**src/rtl/xmem_seq_pkg.sv**
```systemverilog
package xmem_seq_pkg;

    typedef enum logic [2:0] {
        ST_IDLE  = 3'd0,
        ST_SETUP = 3'd1,
        ST_PULSE = 3'd2,
        ST_HOLD  = 3'd3,
        ST_FLOAT = 3'd4
    } seq_state_t;

    typedef enum logic [1:0] {
        WM_OFF    = 2'd0,
        WM_RSVD   = 2'd1,
        WM_FROZEN = 2'd2,
        WM_READY  = 2'd3
    } wait_mode_t;

endpackage

```
**src/rtl/xmem_wait_sync.sv**
```systemverilog
module xmem_wait_sync #(
    parameter int STAGES = 2
) (
    input  logic clk,
    input  logic rst_n,
    input  logic async_n,
    output logic sync_active
);
    logic [STAGES-1:0] chain;

    genvar g;
    generate
        for (g = 0; g < STAGES; g++) begin : g_stage
            if (g == 0) begin : g_first
                always_ff @(posedge clk or negedge rst_n) begin
                    if (!rst_n) chain[0] <= 1'b1;
                    else        chain[0] <= async_n;
                end
            end else begin : g_rest
                always_ff @(posedge clk or negedge rst_n) begin
                    if (!rst_n) chain[g] <= 1'b1;
                    else        chain[g] <= chain[g-1];
                end
            end
        end
    endgenerate

    assign sync_active = ~chain[STAGES-1];
endmodule

```
**src/rtl/xmem_phase_cnt.sv**
```systemverilog
module xmem_phase_cnt #(
    parameter int CNT_W = 6
) (
    input  logic             clk,
    input  logic             rst_n,
    input  logic             load,
    input  logic [CNT_W-1:0] load_val,
    input  logic             dec,
    output logic [CNT_W-1:0] cnt,
    output logic             zero
);
    always_ff @(posedge clk or negedge rst_n) begin
        if (!rst_n)
            cnt <= '0;
        else if (load)
            cnt <= load_val;
        else if (dec && cnt != '0)
            cnt <= cnt - 1'b1;
    end

    assign zero = (cnt == '0);
endmodule

```
**src/rtl/xmem_cfg_check.sv**
```systemverilog
module xmem_cfg_check #(
    parameter int CNT_W = 6
) (
    input  logic [1:0]       wait_mode,
    input  logic [CNT_W-1:0] rd_hold,
    input  logic [CNT_W-1:0] wr_hold,
    output logic             is_frozen,
    output logic             is_ready,
    output logic             bad_cfg
);
    import xmem_seq_pkg::*;

    logic enabled;

    always_comb begin
        is_frozen = (wait_mode == WM_FROZEN);
        is_ready  = (wait_mode == WM_READY);
        enabled   = is_frozen | is_ready;
        bad_cfg   = enabled && ((rd_hold == '0) || (wr_hold == '0));
    end
endmodule

```
**src/rtl/xmem_access_seq.sv**
```systemverilog
module xmem_access_seq #(
    parameter int ADDR_W      = 24,
    parameter int DATA_W      = 16,
    parameter int CNT_W       = 6,
    parameter int SYNC_STAGES = 2
) (
    input  logic                  clk,
    input  logic                  rst_n,
    input  logic                  req_valid,
    output logic                  req_ready,
    input  logic                  req_write,
    input  logic [ADDR_W-1:0]     req_addr,
    input  logic [DATA_W/8-1:0]   req_be,
    input  logic [DATA_W-1:0]     req_wdata,
    input  logic [CNT_W-1:0]      cfg_rd_setup,
    input  logic [CNT_W-1:0]      cfg_rd_pulse,
    input  logic [CNT_W-1:0]      cfg_rd_hold,
    input  logic [CNT_W-1:0]      cfg_wr_setup,
    input  logic [CNT_W-1:0]      cfg_wr_pulse,
    input  logic [CNT_W-1:0]      cfg_wr_hold,
    input  logic [CNT_W-1:0]      cfg_float,
    input  logic [1:0]            cfg_wait_mode,
    output logic                  cfg_error,
    input  logic                  mem_wait_n,
    output logic [ADDR_W-1:0]     mem_addr,
    output logic [DATA_W/8-1:0]   mem_be,
    output logic                  mem_rd_n,
    output logic                  mem_wr_n,
    output logic [DATA_W-1:0]     mem_dout,
    output logic                  mem_doe
);
    import xmem_seq_pkg::*;

    localparam int BE_W = DATA_W / 8;
    localparam logic [CNT_W-1:0] ONE = CNT_W'(1);

    seq_state_t        state, nxt_state;
    logic              wait_sync;
    logic              mode_frozen, mode_ready;
    logic              cnt_load, cnt_dec, cnt_zero;
    logic [CNT_W-1:0]  cnt_val, cnt;
    logic              accept;

    logic              is_wr_q;
    logic [ADDR_W-1:0] addr_q;
    logic [BE_W-1:0]   be_q;
    logic [DATA_W-1:0] wdata_q;

    logic [CNT_W-1:0]  cur_pulse, cur_hold;
    logic [CNT_W-1:0]  new_setup, new_pulse;
    seq_state_t        end_state;
    logic [CNT_W-1:0]  end_val;
    logic              frz_stall, rdy_stall;

    xmem_wait_sync #(.STAGES(SYNC_STAGES)) u_sync (
        .clk        (clk),
        .rst_n      (rst_n),
        .async_n    (mem_wait_n),
        .sync_active(wait_sync)
    );

    xmem_cfg_check #(.CNT_W(CNT_W)) u_cfg (
        .wait_mode(cfg_wait_mode),
        .rd_hold  (cfg_rd_hold),
        .wr_hold  (cfg_wr_hold),
        .is_frozen(mode_frozen),
        .is_ready (mode_ready),
        .bad_cfg  (cfg_error)
    );

    xmem_phase_cnt #(.CNT_W(CNT_W)) u_cnt (
        .clk     (clk),
        .rst_n   (rst_n),
        .load    (cnt_load),
        .load_val(cnt_val),
        .dec     (cnt_dec),
        .cnt     (cnt),
        .zero    (cnt_zero)
    );

    assign req_ready = (state == ST_IDLE) && !cfg_error;
    assign accept    = req_valid && req_ready;

    // Timing selection for the access in flight and for a new request
    always_comb begin
        cur_pulse = is_wr_q ? cfg_wr_pulse : cfg_rd_pulse;
        cur_hold  = is_wr_q ? cfg_wr_hold  : cfg_rd_hold;
        if (cur_pulse == '0) cur_pulse = ONE;
        new_setup = req_write ? cfg_wr_setup : cfg_rd_setup;
        new_pulse = req_write ? cfg_wr_pulse : cfg_rd_pulse;
        if (new_pulse == '0) new_pulse = ONE;
        if (!is_wr_q && cfg_float != '0) begin
            end_state = ST_FLOAT;
            end_val   = cfg_float - ONE;
        end else begin
            end_state = ST_IDLE;
            end_val   = '0;
        end
        frz_stall = mode_frozen && wait_sync;
        rdy_stall = mode_ready && wait_sync && cnt_zero;
    end

    // State register
    always_ff @(posedge clk or negedge rst_n) begin
        if (!rst_n) state <= ST_IDLE;
        else        state <= nxt_state;
    end

    // Request capture
    always_ff @(posedge clk or negedge rst_n) begin
        if (!rst_n) begin
            is_wr_q <= 1'b0;
            addr_q  <= '0;
            be_q    <= '0;
            wdata_q <= '0;
        end else if (accept) begin
            is_wr_q <= req_write;
            addr_q  <= req_addr;
            be_q    <= req_be;
            wdata_q <= req_wdata;
        end
    end

    // Transitions and counter control
    always_comb begin
        nxt_state = state;
        cnt_load  = 1'b0;
        cnt_val   = '0;
        cnt_dec   = 1'b0;
        unique case (state)
            ST_IDLE: begin
                if (accept) begin
                    cnt_load = 1'b1;
                    if (new_setup != '0) begin
                        nxt_state = ST_SETUP;
                        cnt_val   = new_setup - ONE;
                    end else begin
                        nxt_state = ST_PULSE;
                        cnt_val   = new_pulse - ONE;
                    end
                end
            end
            ST_SETUP: begin
                if (cnt_zero) begin
                    nxt_state = ST_PULSE;
                    cnt_load  = 1'b1;
                    cnt_val   = cur_pulse - ONE;
                end else begin
                    cnt_dec = 1'b1;
                end
            end
            ST_PULSE: begin
                if (frz_stall) begin
                    nxt_state = ST_PULSE;
                end else if (!cnt_zero) begin
                    cnt_dec = 1'b1;
                end else if (!rdy_stall) begin
                    cnt_load = 1'b1;
                    if (cur_hold != '0) begin
                        nxt_state = ST_HOLD;
                        cnt_val   = cur_hold - ONE;
                    end else begin
                        nxt_state = end_state;
                        cnt_val   = end_val;
                    end
                end
            end
            ST_HOLD: begin
                if (cnt_zero) begin
                    nxt_state = end_state;
                    cnt_load  = 1'b1;
                    cnt_val   = end_val;
                end else begin
                    cnt_dec = 1'b1;
                end
            end
            ST_FLOAT: begin
                if (cnt_zero) nxt_state = ST_IDLE;
                else          cnt_dec   = 1'b1;
            end
            default: nxt_state = ST_IDLE;
        endcase
    end

    // Outputs
    always_comb begin
        mem_rd_n = 1'b1;
        mem_wr_n = 1'b1;
        mem_doe  = 1'b0;
        mem_addr = addr_q;
        mem_be   = be_q;
        mem_dout = wdata_q;
        unique case (state)
            ST_SETUP, ST_HOLD: mem_doe = is_wr_q;
            ST_PULSE: begin
                mem_doe  = is_wr_q;
                mem_wr_n = !is_wr_q;
                mem_rd_n = is_wr_q;
            end
            ST_IDLE, ST_FLOAT: mem_doe = 1'b0;
            default: mem_doe = 1'b0;
        endcase
    end

endmodule

```
**config.mk**
```make
export PLATFORM = sky130hd
export DESIGN_NAME = xmem_access_seq
export DESIGN_NICKNAME = d
export VERILOG_FILES = /design/src/rtl/xmem_seq_pkg.sv /design/src/rtl/xmem_wait_sync.sv /design/src/rtl/xmem_phase_cnt.sv /design/src/rtl/xmem_cfg_check.sv /design/src/rtl/xmem_access_seq.sv
export SDC_FILE = /design/constraint.sdc
export NUM_CORES = 1
export LEC_CHECK = 0
export ABC_AREA = 1
export BUFFER_PORTS_ARGS = -buffer_cell sky130_fd_sc_hd__clkbuf_2
export CORE_UTILIZATION = 53
export CTS_CLUSTER_SIZE = 24
export DETAILED_ROUTE_END_ITERATION = 8
export MAX_ROUTING_LAYER = met4
export PLACE_DENSITY = 0.94
export SLEW_MARGIN = 25
export SYNTH_ARGS = -nofsm -noshare
export SYNTH_HDL_FRONTEND = slang
export SYNTH_SLANG_ARGS = --single-unit
```
**constraint.sdc**
```tcl
create_clock -name clk -period 3.95 [get_ports clk]
set_input_delay 0.79 -clock clk [delete_from_list [all_inputs] [get_ports clk]]
set_output_delay 0.79 -clock clk [all_outputs]
set_load 0.02 [all_outputs]
```
==> metrics <==
maximum count of clock buffers along a single path=2; share of synthesized cell area in and, or, nand and nor gates=0.406; sequential share of the synthesized area=0.383; async set-reset flop share out of synthesis=1.00; count of final hold-check violations=0; total global-route track usage=0.277; outcome=completed; Clock Sinks=54; Commonest cells post-synth=nand2_1 (241), inv_1 (60), dfrtp_1 (52); CTS tree=done; kind of start point of the critical path=flop; total count of max-transition violations in the final report=0; Detailed Place HPWL=7260 µm; vias per cell=5.12; launching point of the worst reg2reg path=is_wr_q; remaining design rule violation count=0; area share of the largest cell type after synthesis=0.368; Data required, critical path=4210 ps; top post-synthesis cells by area=dfrtp_1 (37%), nand2_1 (26%), inv_1 (6.4%); non-filler instance count after layout=746; kind of end point of the critical path=flop; XOR/XNOR share of the synthesized area=0.0149; total nets after synthesis=634; post_cts resized=0; complex-gate fraction of the synthesized area=0.0792; Power per Cell Area=685 mW/mm²; weighted congestion at the end of routability-driven global placement=0.925; Post-Synthesis Cells=537; portion of total power attributed to sequential cells=0.331; total of max-cap violations=0; setup repair after global routing missed its margin=no; type of the worst setup path=reg -> reg; mux share of post-synthesis cell area=0; starting utilization of the core area=0.554; clock slew seen by the registers of the worst setup and hold paths=100 ps; number of clock buffers inserted by TritonCTS=5; # IOs=138; post-CTS setup buffer count=0; total negative slack=0 ps; Die H=83.7 µm; Yosys reg bits=54; number of global-route vias before repair=3651; total overflow reported by the global router=0; total power=2.98 mW; Port Buf Inserts=137; slew at the pin closest to its max-slew limit=720 ps; biggest area consumer among synthesized cells=dfrtp_1; Detailed Route WL=9140 µm; synthesized-area fraction occupied by adder cells=0.0212; Worst Skew=6.00 ps; data arrival time of the critical path=2950 ps; Initial DRC Count=265; most frequent cell after synthesis=nand2_1; antenna violations before repair=0; path depth of the worst reg2reg path=11; setup slack after layout=1260 ps; pin count of the biggest net entering global routing=47; global-route wire length before repair=15600 µm; combinational fraction of design power=0.543; warnings from Yosys=0; worst-case headroom to the max-slew limit=0.519; number of library cell types mapped by synthesis=34; clock latency of the later-clocked register in the worst-skew pair=310 ps; antenna viol nets, final=0; worst hold start=u_sync.chain[0]; hold path depth=0; total via count in the routed design=3816; crit share post-route=0.681; Crit Reg-Reg Endpoint=u_cnt.cnt[2]; total core area=0.00639 mm²; number of cell rows=29; Hold Path Sink=u_sync.chain[1]; number of placed instances with taps included=738; number of buffers inserted for hold repair after clock tree synthesis=0; Final setup violation count=0; power dissipated by switching net loads=1.45 mW; number of nets in the layout=765; switching share of power=0.487; dominant combinational cell family by area after synthesis=simple AND/OR/NAND/NOR gates; min cycle time layout=2690 ps; Max H-tree Level=2; Synth Flop Type=dfrtp_1; final routed wire length divided by cell count=12.3 µm; design internal power=1.53 mW; maximum frequency from static timing analysis=372 MHz; LEAKAGE=2.59 nW; fill cell total of the finished layout=561; antenna diode instance count=0; maximum fanout along the worst path=19; area of the mapped netlist=0.00354 mm²; synthesis-to-layout area growth=23.0%; clock network power share=0.126; number of detailed-routing iterations run before antenna repair=5; Synth Area per Inst=6.59 µm²; setup slack, reg-to-reg=1260 ps; width of the die=83.7 µm; IR Drop Worst-Case VDD=601 µV; Post-synth EDFFs=0; area of the die=0.00700 mm²; pre-CTS WS=1090 ps; CTS root buffer=clkbuf_8; share of final-layout standard cells stronger than drive strength 1=0.257; worst hold-check path type=reg -> reg
-- cell type report --
class,count,area (µm²),area share
multi-input combinational,405,1850,0.425
sequential,54,1350,0.311
timing repair buffer,139,701,0.161
inverter,63,239,0.0549
tap,77,96.3,0.0221
clock buffer,5,68.8,0.0158
clock inverter,3,43.8,0.0101
-- power by group through the flow --
stage          combinational, mW  clock (mW)  sequential [mW]
2_1_floorplan              0.924           0             1.20
3_3_place_gp                1.56           0            0.979
3_5_place_dp                1.62           0            0.986
4_1_cts                     1.62       0.381            0.984
5_1_grt                     1.81       0.399             1.02
6_report                    1.62       0.376            0.988
-- stage by stage --
stage / instance area, µm² / utilization / hold WS, ps
floorplan: 3540 / - / 345
detailed placement: 4240 / 0.664 / 356
global route: 4350 / 0.681 / 379
finish: 4350 / 0.681 / 374
global placement: 4240 / 0.664 / 348
CTS: 4350 / 0.681 / 377
-- worst max-delay path, cell delays in order (launching register included) --
cell,delay (ps)
dfrtp_1,730
inv_2,240
or2_2,320
o21ai_0,170
a31oi_1,200
ha_1,250
or2_2,290
a21oi_1,130
nor2_1,60
nand3_1,90
o21ai_1,80
nand2_1,60
-- worst max-delay path by stage --
stage	start	end	depth (start not counted)
global route	is_wr_q	u_cnt.cnt[4]	12
global placement	req_write	u_cnt.cnt[1]	13
detailed placement	req_write	u_cnt.cnt[1]	13
CTS	is_wr_q	u_cnt.cnt[2]	11
finish	is_wr_q	u_cnt.cnt[2]	11
floorplan	req_write	u_cnt.cnt[1]	13
-- routing by layer --
metal | vias up | share of wire | global-route usage
li1 | 1917 | - | -
met5 | - | 0 | -
met1 | 1732 | 0.42 | 0.351
met2 | 144 | 0.50 | 0.461
met3 | 23 | 0.065 | 0.0445
met4 | 0 | 0.019 | 0.0770
-- flip-flops by register name, indices dropped and copies added (netlist names) --
name / flops
mem_dout: 16
u_sync.chain: 2
mem_be: 2
u_cnt.cnt: 6
state: 3
is_wr_q: 1
mem_addr: 24
-- kinds of logic (layout without fill, tap and decap cells) --
logic type,after synthesis,count (layout)
flops,54,54
simple gates,345,345
compound gates,48,48
xor+xnor,6,6
buf+inv,78,210
fa+ha+maj,6,6
-- placed cells by master, fill, tap and decap left out, types with 5 or more instances in the layout --
| cell type | count |
|---|---|
| clkbuf_8 | 5 |
| nand2_1 | 241 |
| or2_2 | 6 |
| clkbuf_2 | 137 |
| a21oi_1 | 8 |
| dfrtp_1 | 52 |
| inv_1 | 60 |
| nand3_1 | 31 |
| nor3_1 | 8 |
| o21ai_1 | 9 |
| ha_1 | 6 |
| o21ai_0 | 20 |
| nor2_1 | 44 |
Note: power is estimated with default switching activity, not from simulation.
